[src/rtl/fcbPkg.sv]
package fcbPkg;
  // Kind of field holding the current bit
  typedef enum logic [1:0] {
    FIELD_HEAD  = 2'd0,
    FIELD_FIXED = 2'd1,
    FIELD_TAIL  = 2'd2,
    FIELD_GUARD = 2'd3
  } fcbFieldT;

  // Strobes from control to datapath
  typedef struct packed {
    logic     advance;   // take one bit step this edge
    logic     slotEnd;   // current bit is the last of its slot
    logic     gateEn;    // current bit is active and block enabled
    fcbFieldT field;     // field of the current bit
  } fcbCtrlT;
endpackage

[src/rtl/fcbCtrl.sv]
module fcbCtrl
  import fcbPkg::*;
#(
  parameter int TAIL_LEN    = 3,
  parameter int FIXED_LEN   = 142,
  parameter int GUARD_SHORT = 8,
  parameter int GUARD_LONG  = 9,
  parameter int SLOTS       = 8,
  parameter int LONG_A      = 0,
  parameter int LONG_B      = 4,
  parameter int SLOT_W      = 3,
  parameter int IDX_W       = 8
) (
  input  logic              enable,
  input  logic              bitStrobe,
  input  logic [SLOT_W-1:0] slotNum,
  input  logic [IDX_W-1:0]  bitIdx,
  output fcbCtrlT           ctrl
);
  localparam int ACTIVE_LEN = 2 * TAIL_LEN + FIXED_LEN;
  localparam logic [IDX_W-1:0] HEAD_END   = IDX_W'(TAIL_LEN);
  localparam logic [IDX_W-1:0] FIXED_END  = IDX_W'(TAIL_LEN + FIXED_LEN);
  localparam logic [IDX_W-1:0] ACTIVE_END = IDX_W'(ACTIVE_LEN);
  localparam logic [IDX_W-1:0] LAST_LONG  = IDX_W'(ACTIVE_LEN + GUARD_LONG - 1);
  localparam logic [IDX_W-1:0] LAST_SHORT = IDX_W'(ACTIVE_LEN + GUARD_SHORT - 1);

  logic     longSlot;
  fcbFieldT fieldNow;

  assign longSlot = (slotNum == SLOT_W'(LONG_A)) || (slotNum == SLOT_W'(LONG_B));

  always_comb begin
    if (bitIdx < HEAD_END)        fieldNow = FIELD_HEAD;
    else if (bitIdx < FIXED_END)  fieldNow = FIELD_FIXED;
    else if (bitIdx < ACTIVE_END) fieldNow = FIELD_TAIL;
    else                          fieldNow = FIELD_GUARD;
  end

  always_comb begin
    ctrl.advance = enable && bitStrobe;
    ctrl.slotEnd = longSlot ? (bitIdx == LAST_LONG) : (bitIdx == LAST_SHORT);
    ctrl.gateEn  = enable && (fieldNow != FIELD_GUARD);
    ctrl.field   = fieldNow;
  end
endmodule

[src/rtl/fcbDatapath.sv]
module fcbDatapath
  import fcbPkg::*;
#(
  parameter int   SLOTS     = 8,
  parameter int   SLOT_W    = 3,
  parameter int   IDX_W     = 8,
  parameter logic TAIL_VAL  = 1'b0,
  parameter logic FIXED_VAL = 1'b0
) (
  input  logic              clk,
  input  logic              rst,
  input  fcbCtrlT           ctrl,
  output logic [SLOT_W-1:0] slotNum,
  output logic [IDX_W-1:0]  bitIdx,
  output logic              dataBit,
  output logic              gateOn,
  output logic              frameStart
);
  localparam logic [SLOT_W-1:0] LAST_SLOT = SLOT_W'(SLOTS - 1);

  always_ff @(posedge clk) begin
    if (rst) begin
      slotNum <= '0;
      bitIdx  <= '0;
    end else if (ctrl.advance) begin
      if (ctrl.slotEnd) begin
        bitIdx  <= '0;
        slotNum <= (slotNum == LAST_SLOT) ? '0 : slotNum + 1'b1;
      end else begin
        bitIdx <= bitIdx + 1'b1;
      end
    end
  end

  always_comb begin
    gateOn = ctrl.gateEn;
    unique case (ctrl.field)
      FIELD_HEAD, FIELD_TAIL: dataBit = ctrl.gateEn & TAIL_VAL;
      FIELD_FIXED:            dataBit = ctrl.gateEn & FIXED_VAL;
      default:                dataBit = 1'b0;
    endcase
    frameStart = ctrl.advance && (slotNum == '0) && (bitIdx == '0);
  end
endmodule

[src/rtl/fcBurstSeq.sv]
module fcBurstSeq
  import fcbPkg::*;
#(
  parameter int TAIL_LEN    = 3,
  parameter int FIXED_LEN   = 142,
  parameter int GUARD_SHORT = 8,
  parameter int GUARD_LONG  = 9,
  parameter int SLOTS       = 8,
  parameter int LONG_A      = 0,
  parameter int LONG_B      = 4,
  parameter int SLOT_W      = $clog2(SLOTS),
  parameter int IDX_W       = $clog2(2 * TAIL_LEN + FIXED_LEN + GUARD_LONG)
) (
  input  logic              clk,
  input  logic              rst,
  input  logic              enable,
  input  logic              bitStrobe,
  output logic              dataBit,
  output logic              gateOn,
  output logic [SLOT_W-1:0] slotNum,
  output logic [IDX_W-1:0]  bitIdx,
  output logic              frameStart
);
  fcbCtrlT ctrl;

  fcbCtrl #(
    .TAIL_LEN(TAIL_LEN), .FIXED_LEN(FIXED_LEN), .GUARD_SHORT(GUARD_SHORT),
    .GUARD_LONG(GUARD_LONG), .SLOTS(SLOTS), .LONG_A(LONG_A), .LONG_B(LONG_B),
    .SLOT_W(SLOT_W), .IDX_W(IDX_W)
  ) uCtrl (
    .enable(enable), .bitStrobe(bitStrobe), .slotNum(slotNum),
    .bitIdx(bitIdx), .ctrl(ctrl)
  );

  fcbDatapath #(
    .SLOTS(SLOTS), .SLOT_W(SLOT_W), .IDX_W(IDX_W),
    .TAIL_VAL(1'b0), .FIXED_VAL(1'b0)
  ) uData (
    .clk(clk), .rst(rst), .ctrl(ctrl), .slotNum(slotNum), .bitIdx(bitIdx),
    .dataBit(dataBit), .gateOn(gateOn), .frameStart(frameStart)
  );
endmodule

[config.mk]
export PLATFORM = sky130hd
export DESIGN_NAME = fcBurstSeq
export DESIGN_NICKNAME = d
export VERILOG_FILES = /design/src/rtl/fcbPkg.sv /design/src/rtl/fcbCtrl.sv /design/src/rtl/fcbDatapath.sv /design/src/rtl/fcBurstSeq.sv
export SDC_FILE = /design/constraint.sdc
export NUM_CORES = 1
export LEC_CHECK = 0
export BUFFER_PORTS_ARGS = -buffer_cell sky130_fd_sc_hd__buf_2
export CORE_MARGIN = 2
export CORE_UTILIZATION = 25
export DETAILED_ROUTE_END_ITERATION = 6
export PLACE_DENSITY = 0.55
export RECOVER_POWER = 50
export SETUP_SLACK_MARGIN = 0.3
export SLEW_MARGIN = 20
export SYNTH_ARGS = -nofsm -noshare
export SYNTH_HDL_FRONTEND = slang
export SYNTH_HIERARCHICAL = 1
export SYNTH_SLANG_ARGS = --single-unit
[constraint.sdc]
create_clock -name clk -period 1.4 [get_ports clk]
set_clock_uncertainty 0.1 [all_clocks]
set_input_delay 0.28 -clock clk [delete_from_list [all_inputs] [get_ports clk]]
set_output_delay 0.28 -clock clk [all_outputs]
set_load 0.03 [all_outputs]
==> results.sh <==
export IMPL_result_of_the_run="complete, but fails checks"
export IMPL_failing_checks="setup timing"
export IMPL_report_power_total_uw=652
export IMPL_synthesis_yosys_warnings=6
export IMPL_crit_path_start_kind="register"
export IMPL_worst_setup_path_end_kind="primary output"
export IMPL_via_count=749
export IMPL_r2r_slack_ns=-0.13
export IMPL_finalMaxSlewViolations=0
export IMPL_h_tree_depth_reported_by_cts=1
export IMPL_critical_path_slowest_cell="sky130_fd_sc_hd__dfxtp_4"
export IMPL_ctsLongestPathBuffers=2
export IMPL_gr_total_overflow=0
export IMPL_grt_antenna_before_repair=0
export IMPL_finalCritPeriodShare=1.18
export IMPL_clkSinkCount=11
export IMPL_worst_path_dominant_cell_family="flip-flops"
export IMPL_post_layout_instance_area_mm2=0.00125
export IMPL_max_cap_violations=0
export IMPL_holdPathEnd="uData/slotNum[2]"
export IMPL_wire_length_of_the_first_global_routing_pass_um=2850
export IMPL_critical_path_max_fanout=5
export IMPL_nets=136
export IMPL_cp_buffers_inverters=2
export IMPL_cellLeakagePower_uw=0.000558
export IMPL_first_iter_violations=10
export IMPL_synthesis_nets=86
export IMPL_detail_route_vias_per_cell=4.80
export IMPL_dieHeight_um=55.0
export IMPL_chain_of_cells_forming_the_critical_path="inv_1, ha_1, and4_4, buf_6"
export IMPL_setup_slack_ns=-0.247
export IMPL_timing_hold_worst_class="primary input to register"
export IMPL_detail_route_antenna_nets=0
export IMPL_clkLatencyLatePin_ns=0.27
export IMPL_clock_fmax_mhz=607
export IMPL_finalSetupViolations=14
export IMPL_layout_drive_gt1_share=0.667
export IMPL_worst_r2r_endpoint="uData/bitIdx[0]"
export IMPL_placed_cell_area_um2=912
export IMPL_power_per_cell_area_mw_per_mm2=519
export IMPL_global_route_usage_total=0.139
export IMPL_worst_reg_to_reg_path_cell_count=9
export IMPL_wl_per_cell_um=12.6
export IMPL_syn_area_um2=649
export IMPL_grt_max_degree=9
export IMPL_antenna_cells=0
export IMPL_synthesis_instances=77
export IMPL_pin_count=18
export IMPL_timing_critical_path_required_ns=1.02
export IMPL_rsz0062_at_grt="true"
export IMPL_port_buffers=16
export IMPL_gp_routability_congestion=0.716
export IMPL_cts_tree="yes"
export IMPL_cts_clk_slew_worst_paths_ns=0.08
export IMPL_hold_viol_final=0
export IMPL_routed_wl_um=1970
export IMPL_die_area_mm2=0.00302
export IMPL_synthesis_area_per_instance_um2=8.43
export IMPL_cts_buffers_inserted=3
export IMPL_critical_path_max_stage_delay_ns=0.38
export IMPL_period_minus_slack_ns=1.65
export IMPL_cp_data_arrival_time_ns=1.27
export IMPL_initial_core_util=0.262
export IMPL_fp_row_count=18
export IMPL_root_driver="sky130_fd_sc_hd__clkbuf_4"
export IMPL_core_area_mm2=0.00248
export IMPL_timing_hold_worst_start="rst"
export IMPL_crit_reg2reg_launch="uData/bitIdx[2]"
export IMPL_first_pass_iters=4
export IMPL_dp_final_hpwl_um=1260
export IMPL_via_count_of_the_first_global_routing_pass=659
export IMPL_hold_path_depth=2
export IMPL_die_width_um=55.0
export IMPL_drc_errors=0
export IMPL_peakVddDrop_uv=286
export IMPL_setup_worst_path_class="register to primary output"
export IMPL_area_growth_synth_to_final_pct=93.3
worst max-delay path by stage:
stage | slack (ns) | to | startpoint | cells after the start
floorplan | -0.07 | uData/slotNum[0] | uData/slotNum[0] | 6
global placement | -0.06 | frameStart | enable | 5
detailed placement | -0.09 | frameStart | enable | 5
CTS | -0.23 | frameStart | uData/bitIdx[2] | 3
global route | -0.28 | frameStart | uData/bitIdx[1] | 4
finish | -0.25 | frameStart | uData/bitIdx[1] | 4
sequential cells by signal, summed over array words and instances, names as in the netlist:
name	count
uData/bitIdx	8
uData/slotNum	3
routing by layer:
metal / global-route usage / wire (µm) / share of wire
met4: 0.118 / 40 / 0.020
met1: 0.154 / 824 / 0.42
met2: 0.236 / 1040 / 0.53
met3: 0.0161 / 63 / 0.032
met5: 0 / 0 / 0
metrics by stage:
| stage | setup slack (ns) | TNS [ns] | instances | hold WS (ns) | utilization |
|---|---|---|---|---|---|
| finish | -0.247 | -1.52 | 156 | 0.125 | 0.507 |
| global route | -0.279 | -2.29 | 156 | 0.144 | 0.507 |
| CTS | -0.233 | -1.96 | 150 | 0.126 | 0.478 |
| detailed placement | -0.0936 | -0.406 | 136 | 0.396 | 0.368 |
| global placement | -0.0602 | -0.302 | 136 | 0.387 | 0.368 |
| floorplan | -0.0709 | -0.284 | 77 | 0.242 | - |
final cells by class:
cell class	instances	area [µm²]
Clock buffer	4	26.3
Fill cell	231	1220
Inverter	5	18.8
Multi-Input combinational cell	58	474
Sequential cell	11	251
Tap cell	30	37.5
Timing Repair Buffer	48	447
layout by cell type, fill, tap and decap left out, types with 4 or more instances in the layout:
cell,n
sky130_fd_sc_hd__buf_6,25
sky130_fd_sc_hd__buf_4,20
sky130_fd_sc_hd__nor2_1,7
sky130_fd_sc_hd__nand2_1,7
sky130_fd_sc_hd__dfxtp_4,7
sky130_fd_sc_hd__a21oi_2,5
sky130_fd_sc_hd__inv_1,4
sky130_fd_sc_hd__ha_1,4
sky130_fd_sc_hd__dfxtp_2,4
timing repair:
| action | CTS | global route |
|---|---|---|
| setup endpoints to repair | 24 | 24 |
| pin swaps | 12 | 7 |
| resized for setup | 51 | 6 |
| buffers inserted | 10 | 6 |
| hold buffers | 0 | 0 |
power breakdown:
group          switching, µW  internal (µW)
logic                   54.2           57.5
clock network            118            110
registers               7.41            305
total                    179            473
(Power assumes the default switching activity.)
